## src/rtl/irt_pkg.sv

```systemverilog
package irt_pkg;

    localparam int GRP_W     = 16;
    localparam int DATA_W    = 16;
    localparam int ADDR_W    = 5;
    localparam int NUM_OUT   = 5;
    localparam int CODE_W    = 3;
    localparam int CODES_PER = 5;
    localparam int NUM_RTE   = 4;
    localparam int MAX_CODE  = NUM_OUT - 1;

    // window A offsets
    localparam logic [ADDR_W-1:0] OFF_PEND   = 5'h00;
    localparam logic [ADDR_W-1:0] OFF_RTE0   = 5'h04;
    localparam logic [ADDR_W-1:0] OFF_RTE1   = 5'h06;
    localparam logic [ADDR_W-1:0] OFF_MASK_A = 5'h0C;
    localparam logic [ADDR_W-1:0] OFF_RTE2   = 5'h1C;
    localparam logic [ADDR_W-1:0] OFF_RTE3   = 5'h1E;
    // window B offsets
    localparam logic [ADDR_W-1:0] OFF_MASK_B = 5'h06;

    typedef logic [CODE_W-1:0]            code_t;
    typedef code_t [CODES_PER-1:0]        rte_reg_t;
    typedef rte_reg_t [NUM_RTE-1:0]       rte_bank_t;
    typedef logic [GRP_W-1:0]             grp_vec_t;

    typedef struct packed {
        logic       has;
        logic [1:0] reg_idx;
        logic [2:0] slot;
    } pin_map_t;

    // Reset contents of the route bank: group A pin 2 -> line 1, group B pin 0 -> line 2
    function automatic rte_bank_t rte_reset();
        rte_bank_t b;
        b          = '0;
        b[0][2]    = code_t'(1);
        b[2][0]    = code_t'(2);
        return b;
    endfunction

    // Which route code (if any) steers a given pin
    function automatic pin_map_t map_pin(input logic grp_b, input int pin);
        pin_map_t m;
        m = '0;
        if (!grp_b) begin
            case (pin)
                0, 1, 2, 3: m = '{1'b1, 2'd0, 3'(pin)};
                8:          m = '{1'b1, 2'd0, 3'd4};
                9:          m = '{1'b1, 2'd1, 3'd0};
                11:         m = '{1'b1, 2'd1, 3'd2};
                12:         m = '{1'b1, 2'd1, 3'd3};
                default:    m = '0;
            endcase
        end else begin
            case (pin)
                0, 1:              m = '{1'b1, 2'd2, 3'(pin)};
                3, 4, 5:           m = '{1'b1, 2'd2, 3'(pin - 1)};
                6, 7, 8, 9, 10:    m = '{1'b1, 2'd3, 3'(pin - 6)};
                default:           m = '0;
            endcase
        end
        return m;
    endfunction

endpackage

```

## src/rtl/irt_regs.sv

```systemverilog
module irt_regs
    import irt_pkg::*;
(
    input  logic              clk,
    input  logic              rst_n,
    input  grp_vec_t          req_a_i,
    input  grp_vec_t          req_b_i,
    input  logic              reg_win_i,
    input  logic [ADDR_W-1:0] reg_addr_i,
    input  logic              reg_wr_i,
    input  logic [DATA_W-1:0] reg_wdata_i,
    output logic [DATA_W-1:0] reg_rdata_o,
    output grp_vec_t          pend_a_o,
    output grp_vec_t          pend_b_o,
    output grp_vec_t          mask_a_o,
    output grp_vec_t          mask_b_o,
    output rte_bank_t         rte_o
);

    grp_vec_t  pend_a_q, pend_b_q, mask_a_q, mask_b_q;
    rte_bank_t rte_q, rte_d;
    logic      wr_mask_a, wr_mask_b;
    logic [NUM_RTE-1:0] wr_rte;

    // write decode
    always_comb begin
        wr_mask_a = reg_wr_i && !reg_win_i && (reg_addr_i == OFF_MASK_A);
        wr_mask_b = reg_wr_i &&  reg_win_i && (reg_addr_i == OFF_MASK_B);
        wr_rte[0] = reg_wr_i && !reg_win_i && (reg_addr_i == OFF_RTE0);
        wr_rte[1] = reg_wr_i && !reg_win_i && (reg_addr_i == OFF_RTE1);
        wr_rte[2] = reg_wr_i && !reg_win_i && (reg_addr_i == OFF_RTE2);
        wr_rte[3] = reg_wr_i && !reg_win_i && (reg_addr_i == OFF_RTE3);
    end

    // per-code write filter: illegal codes keep the old value
    always_comb begin
        rte_d = rte_q;
        for (int r = 0; r < NUM_RTE; r++) begin
            if (wr_rte[r]) begin
                for (int f = 0; f < CODES_PER; f++) begin
                    if (reg_wdata_i[f*CODE_W +: CODE_W] <= code_t'(MAX_CODE))
                        rte_d[r][f] = reg_wdata_i[f*CODE_W +: CODE_W];
                end
            end
        end
    end

    always_ff @(posedge clk or negedge rst_n) begin
        if (!rst_n) begin
            pend_a_q <= '0;
            pend_b_q <= '0;
            mask_a_q <= '0;
            mask_b_q <= '0;
            rte_q    <= rte_reset();
        end else begin
            pend_a_q <= req_a_i;
            pend_b_q <= req_b_i;
            if (wr_mask_a) mask_a_q <= reg_wdata_i;
            if (wr_mask_b) mask_b_q <= reg_wdata_i;
            rte_q <= rte_d;
        end
    end

    // read mux
    always_comb begin
        reg_rdata_o = '0;
        if (!reg_win_i) begin
            case (reg_addr_i)
                OFF_PEND:   reg_rdata_o = pend_a_q;
                OFF_MASK_A: reg_rdata_o = mask_a_q;
                OFF_RTE0:   reg_rdata_o = {1'b0, rte_q[0]};
                OFF_RTE1:   reg_rdata_o = {1'b0, rte_q[1]};
                OFF_RTE2:   reg_rdata_o = {1'b0, rte_q[2]};
                OFF_RTE3:   reg_rdata_o = {1'b0, rte_q[3]};
                default:    reg_rdata_o = '0;
            endcase
        end else begin
            case (reg_addr_i)
                OFF_PEND:   reg_rdata_o = pend_b_q;
                OFF_MASK_B: reg_rdata_o = mask_b_q;
                default:    reg_rdata_o = '0;
            endcase
        end
    end

    assign pend_a_o = pend_a_q;
    assign pend_b_o = pend_b_q;
    assign mask_a_o = mask_a_q;
    assign mask_b_o = mask_b_q;
    assign rte_o    = rte_q;

    AST_MASK_A_HOLD: assert property (@(posedge clk) disable iff (!rst_n)
        !wr_mask_a |=> $stable(mask_a_q));
    AST_MASK_B_HOLD: assert property (@(posedge clk) disable iff (!rst_n)
        !wr_mask_b |=> $stable(mask_b_q));

    for (genvar r = 0; r < NUM_RTE; r++) begin : g_rte_chk
        for (genvar f = 0; f < CODES_PER; f++) begin : g_code_chk
            AST_CODE_LEGAL: assert property (@(posedge clk) disable iff (!rst_n)
                rte_q[r][f] <= code_t'(MAX_CODE));
        end
        AST_RTE_IDLE_HOLD: assert property (@(posedge clk) disable iff (!rst_n)
            !wr_rte[r] |=> $stable(rte_q[r]));
    end

endmodule

```

## src/rtl/irt_route.sv

```systemverilog
module irt_route
    import irt_pkg::*;
(
    input  logic               clk,
    input  logic               rst_n,
    input  grp_vec_t           pend_a_i,
    input  grp_vec_t           pend_b_i,
    input  grp_vec_t           mask_a_i,
    input  grp_vec_t           mask_b_i,
    input  rte_bank_t          rte_i,
    output logic [NUM_OUT-1:0] irq_o
);

    grp_vec_t           act_a, act_b;
    code_t              code_a [GRP_W];
    code_t              code_b [GRP_W];
    logic [NUM_OUT-1:0] hit, irq_q;
    logic               unused_rte_bits;

    assign act_a = pend_a_i & mask_a_i;
    assign act_b = pend_b_i & mask_b_i;

    // resolve each pin's line: a programmable code or the fixed line 0
    for (genvar i = 0; i < GRP_W; i++) begin : g_pin
        localparam pin_map_t MA = map_pin(1'b0, i);
        localparam pin_map_t MB = map_pin(1'b1, i);
        if (MA.has) begin : g_a_prog
            assign code_a[i] = rte_i[MA.reg_idx][MA.slot];
        end else begin : g_a_fixed
            assign code_a[i] = '0;
        end
        if (MB.has) begin : g_b_prog
            assign code_b[i] = rte_i[MB.reg_idx][MB.slot];
        end else begin : g_b_fixed
            assign code_b[i] = '0;
        end
    end

    // codes that no pin reads
    assign unused_rte_bits = ^{rte_i[1][1], rte_i[1][4]};

    always_comb begin
        hit = '0;
        for (int i = 0; i < GRP_W; i++) begin
            for (int k = 0; k < NUM_OUT; k++) begin
                if (act_a[i] && (code_a[i] == code_t'(k))) hit[k] = 1'b1;
                if (act_b[i] && (code_b[i] == code_t'(k))) hit[k] = 1'b1;
            end
        end
    end

    always_ff @(posedge clk or negedge rst_n) begin
        if (!rst_n) irq_q <= '0;
        else        irq_q <= hit;
    end

    assign irq_o = irq_q;

    AST_IRQ_NEEDS_MASK: assert property (@(posedge clk) disable iff (!rst_n)
        (irq_q != '0) |-> ($past(mask_a_i | mask_b_i) != '0));
    AST_IRQ_NEEDS_PEND: assert property (@(posedge clk) disable iff (!rst_n)
        (irq_q != '0) |-> ($past(pend_a_i | pend_b_i) != '0));
    AST_IDLE_NO_IRQ: assert property (@(posedge clk) disable iff (!rst_n)
        ((act_a | act_b) == '0) |=> (irq_q == '0));

endmodule

```

## src/rtl/irq_router_top.sv

```systemverilog
module irq_router_top
    import irt_pkg::*;
(
    input  logic        clk,
    input  logic        rst_n,
    input  logic [15:0] req_a_i,
    input  logic [15:0] req_b_i,
    input  logic        reg_win_i,
    input  logic [4:0]  reg_addr_i,
    input  logic        reg_wr_i,
    input  logic [15:0] reg_wdata_i,
    output logic [15:0] reg_rdata_o,
    output logic [4:0]  irq_o
);

    grp_vec_t  pend_a, pend_b, mask_a, mask_b;
    rte_bank_t rte;

    irt_regs i_regs (
        .clk         (clk),
        .rst_n       (rst_n),
        .req_a_i     (req_a_i),
        .req_b_i     (req_b_i),
        .reg_win_i   (reg_win_i),
        .reg_addr_i  (reg_addr_i),
        .reg_wr_i    (reg_wr_i),
        .reg_wdata_i (reg_wdata_i),
        .reg_rdata_o (reg_rdata_o),
        .pend_a_o    (pend_a),
        .pend_b_o    (pend_b),
        .mask_a_o    (mask_a),
        .mask_b_o    (mask_b),
        .rte_o       (rte)
    );

    irt_route i_route (
        .clk      (clk),
        .rst_n    (rst_n),
        .pend_a_i (pend_a),
        .pend_b_i (pend_b),
        .mask_a_i (mask_a),
        .mask_b_i (mask_b),
        .rte_i    (rte),
        .irq_o    (irq_o)
    );

    AST_RESET_QUIET: assert property (@(posedge clk) disable iff (!rst_n)
        $rose(rst_n) |-> (irq_o == '0));

endmodule

```

## config.mk

```make
export PLATFORM = sky130hd
export DESIGN_NAME = irq_router_top
export DESIGN_NICKNAME = d
export VERILOG_FILES = /design/src/rtl/irt_pkg.sv /design/src/rtl/irt_regs.sv /design/src/rtl/irt_route.sv /design/src/rtl/irq_router_top.sv
export SDC_FILE = /design/constraint.sdc
export NUM_CORES = 1
export LEC_CHECK = 0
export BUFFER_PORTS_ARGS = -buffer_cell sky130_fd_sc_hd__buf_2
export CAP_MARGIN = 25
export CELL_PAD_IN_SITES_DETAIL_PLACEMENT = 0
export CELL_PAD_IN_SITES_GLOBAL_PLACEMENT = 2
export CORE_AREA = 2 2 132 134
export CTS_CLUSTER_DIAMETER = 200
export DETAILED_ROUTE_END_ITERATION = 7
export DIE_AREA = 0 0 134 136
export PLACE_DENSITY_LB_ADDON = 0.1
export SYNTH_ARGS = -nofsm -noshare
export SYNTH_HDL_FRONTEND = slang
export SYNTH_SLANG_ARGS = --single-unit
```

## constraint.sdc

```tcl
create_clock -name clk -period 2.5 [get_ports clk]
set_clock_uncertainty 0.1 [all_clocks]
set_input_delay 0.125 -clock clk [delete_from_list [all_inputs] [get_ports clk]]
set_output_delay 0.125 -clock clk [all_outputs]
set_load 0.01 [all_outputs]
```

==> metrics.cfg <==
[run_status]
status = finished, final reports clean

[clock_tree]
numCtsBuffers = 17
clock_sinks = 129
cts.clk_slew.worst_paths_ps = 60
cts_root_buf = clkbuf_16
cts_resized = 0
htreeDepth = 4
clock_path_buffers = 2
cts_tree = done
clock_latency_ps = 420
post-cts-setup-buffer-count = 0
hold_buffers = 47

[layout]
layout-drive-gt1-share = 0.310
fin_cells = 961
area_growth_pct = 29.7
final_nets = 779
postLayoutCoreUtil = 0.498

[logic_synthesis]
synth.ff_latch_count = 129
yosys-top-cells-count = dfrtp_1, a21oi_1, mux2_2
yosys.area.top_type = dfrtp_1
synthArstFlopShare = 1.00
synth_area_sq_um = 6480
yosysWarnings = 0
ys.flop_type = dfrtp_1
syn_inst = 574
synth_top_area_share = 0.490
synth_edf_count = 0
synth_area_leaders = dfrtp_1, mux2_2, a21oi_1
ys_seq_area_frac = 0.498
yosysMostFrequentCell = dfrtp_1
syn_nets = 631
syn_avg_cell_area_sq_um = 11.3
synth.distinct_cells = 51

[sta]
drv_slew = 0
whs_ps = 11.1
grt_setup_unrepaired = no
finalSetupTns_ps = 0
max-slew-margin-rel = 0.520
tightest_slew_ps = 720
setup_viol = 0
finalCritPeriodShare = 0.923
finalHoldViolations = 0
clock.fmax_mhz = 434
period_minus_slack_ps = 2310

[flow_run]
maxCapViolations = 0

[worst_hold_path]
hold_path_startpoint = reg_wdata_i[6]
hold_path_class = in -> reg

[floorplanning]
num_rows = 48
initial_core_util = 0.384
die_area_sq_um = 18200
core_sq_um = 16900
die_x_um = 134
io_pins = 78
die_y_um = 136

[drt]
route.detailed.drc = 0
drt-vias-per-instance = 5.85
wl_um = 22800
first_pass_iters = 5
routedWlPerCell_um = 23.7
ant_nets = 0
vias = 5618
first_iter_violations = 499

[global_routing]
grt_overflow = 0
grt_usage = 0.263
antenna_found_initial = 0
grt_pass1_vias = 5686
grt_pass1_wl_um = 35200
grt_max_degree = 59

[setup_path]
critical_path_peak_fanout = 6
cp-start-kind = register
critPathLaunch = i_regs.rte_o[52]
r2r_slack_ps = 350
worstPathArrival_ps = 2080
required_ps = 2280
reg2reg_from = i_regs.rte_o[58]
crit_path_end_kind = output port
critPathKind = reg -> out

[place]
port_buffers = 77
dp_hpwl_um = 15800
place_congestion = 0.935
place_inst = 881

[power]
leakagePower_nw = 3.74
p_per_area_nw_per_um2 = 726
vdd_drop_max_mv = 0.473
fin_total_pwr_w = 0.00611

logic make-up after synthesis:
family                 Yosys count  share of synthesized area
flip-flops                     129                      0.498
buffers and inverters           34                     0.0311
AND/OR/NAND/NOR                185                      0.180
AO/OA/AOI/OAI                  154                      0.159
multiplexers                    72                      0.131
area by class of cell:
cell class / count / area (sq um)
inverters: 9 / 33.8
clock inverters: 15 / 206
fillers: 1554 / 8470
flip-flops and latches: 129 / 3230
multi-input cells: 411 / 3070
well taps: 225 / 282
clock buffers: 17 / 425
repair buffers: 154 / 1160
diodes: 1 / 2.50
layer usage:
layer  wire length (um)  global-route usage  vias up
met3               1140              0.0421       31
met4                492              0.0922        0
met5                  0                   0        -
met2              10600               0.412      184
li1                   -                   -     2553
met1              10600               0.372     2850
final timing paths:
kind                                         end  cells after the start
worst max-delay path              reg_rdata_o[7]                      5
worst min-delay path             i_regs.rte_o[6]                      2
worst max register to register  i_route.irq_o[2]                      5
worst min register to register  i_regs.rte_o[19]                      1
max in group asynchronous        i_regs.rte_o[6]                      3
min in group asynchronous       i_regs.rte_o[15]                      2
flip-flops by register name, indices dropped and copies added, names as in the netlist:
signal / count
i_regs.mask_a_o: 16
i_regs.mask_b_o: 16
i_regs.pend_a_o: 16
i_regs.pend_b_o: 16
i_regs.rte_o: 60
i_route.irq_o: 5
layout by cell type, fill, tap and decap left out, types with 4 or more instances in the layout:
cell,n
bufinv_16,4
nand3_1,11
dfrtp_1,127
buf_4,24
mux2_1,4
mux2_4,10
o21a_1,5
nand2_1,31
buf_12,6
clkbuf_16,17
nor3b_1,14
and3_1,16
nor2_1,15
nor4_1,15
inv_1,9
nand4_1,8
nor2b_1,4
nor2_2,4
nor3_1,19
buf_2,76
nand3b_1,5
nor4b_1,15
or4_1,4
inv_6,4
a22oi_1,42
a21oi_1,71
nand2_4,5
dlygate4sd3_1,47
a222oi_1,15
mux2_2,58
report_power, final:
group	switching [W]	internal [W]	total (W)
registers	0.000274	0.00232	0.00259
clock network	0.000995	0.00168	0.00268
logic	0.000429	0.000407	0.000835
total	0.00170	0.00441	0.00611
stage by stage:
step,cell area [sq um],setup WS [ps]
after global placement,7300,406
after floorplan,6480,757
final,8410,194
after detailed placement,7300,382
after global routing,8410,201
after CTS,8410,289
worst max-delay path: stages (launching register included):
cell and delay, ps:
dfrtp_1 380, buf_4 160, a222oi_1 660, and3_1 260, a21oi_1 40, buf_2 170
(Power assumes the default switching activity.)
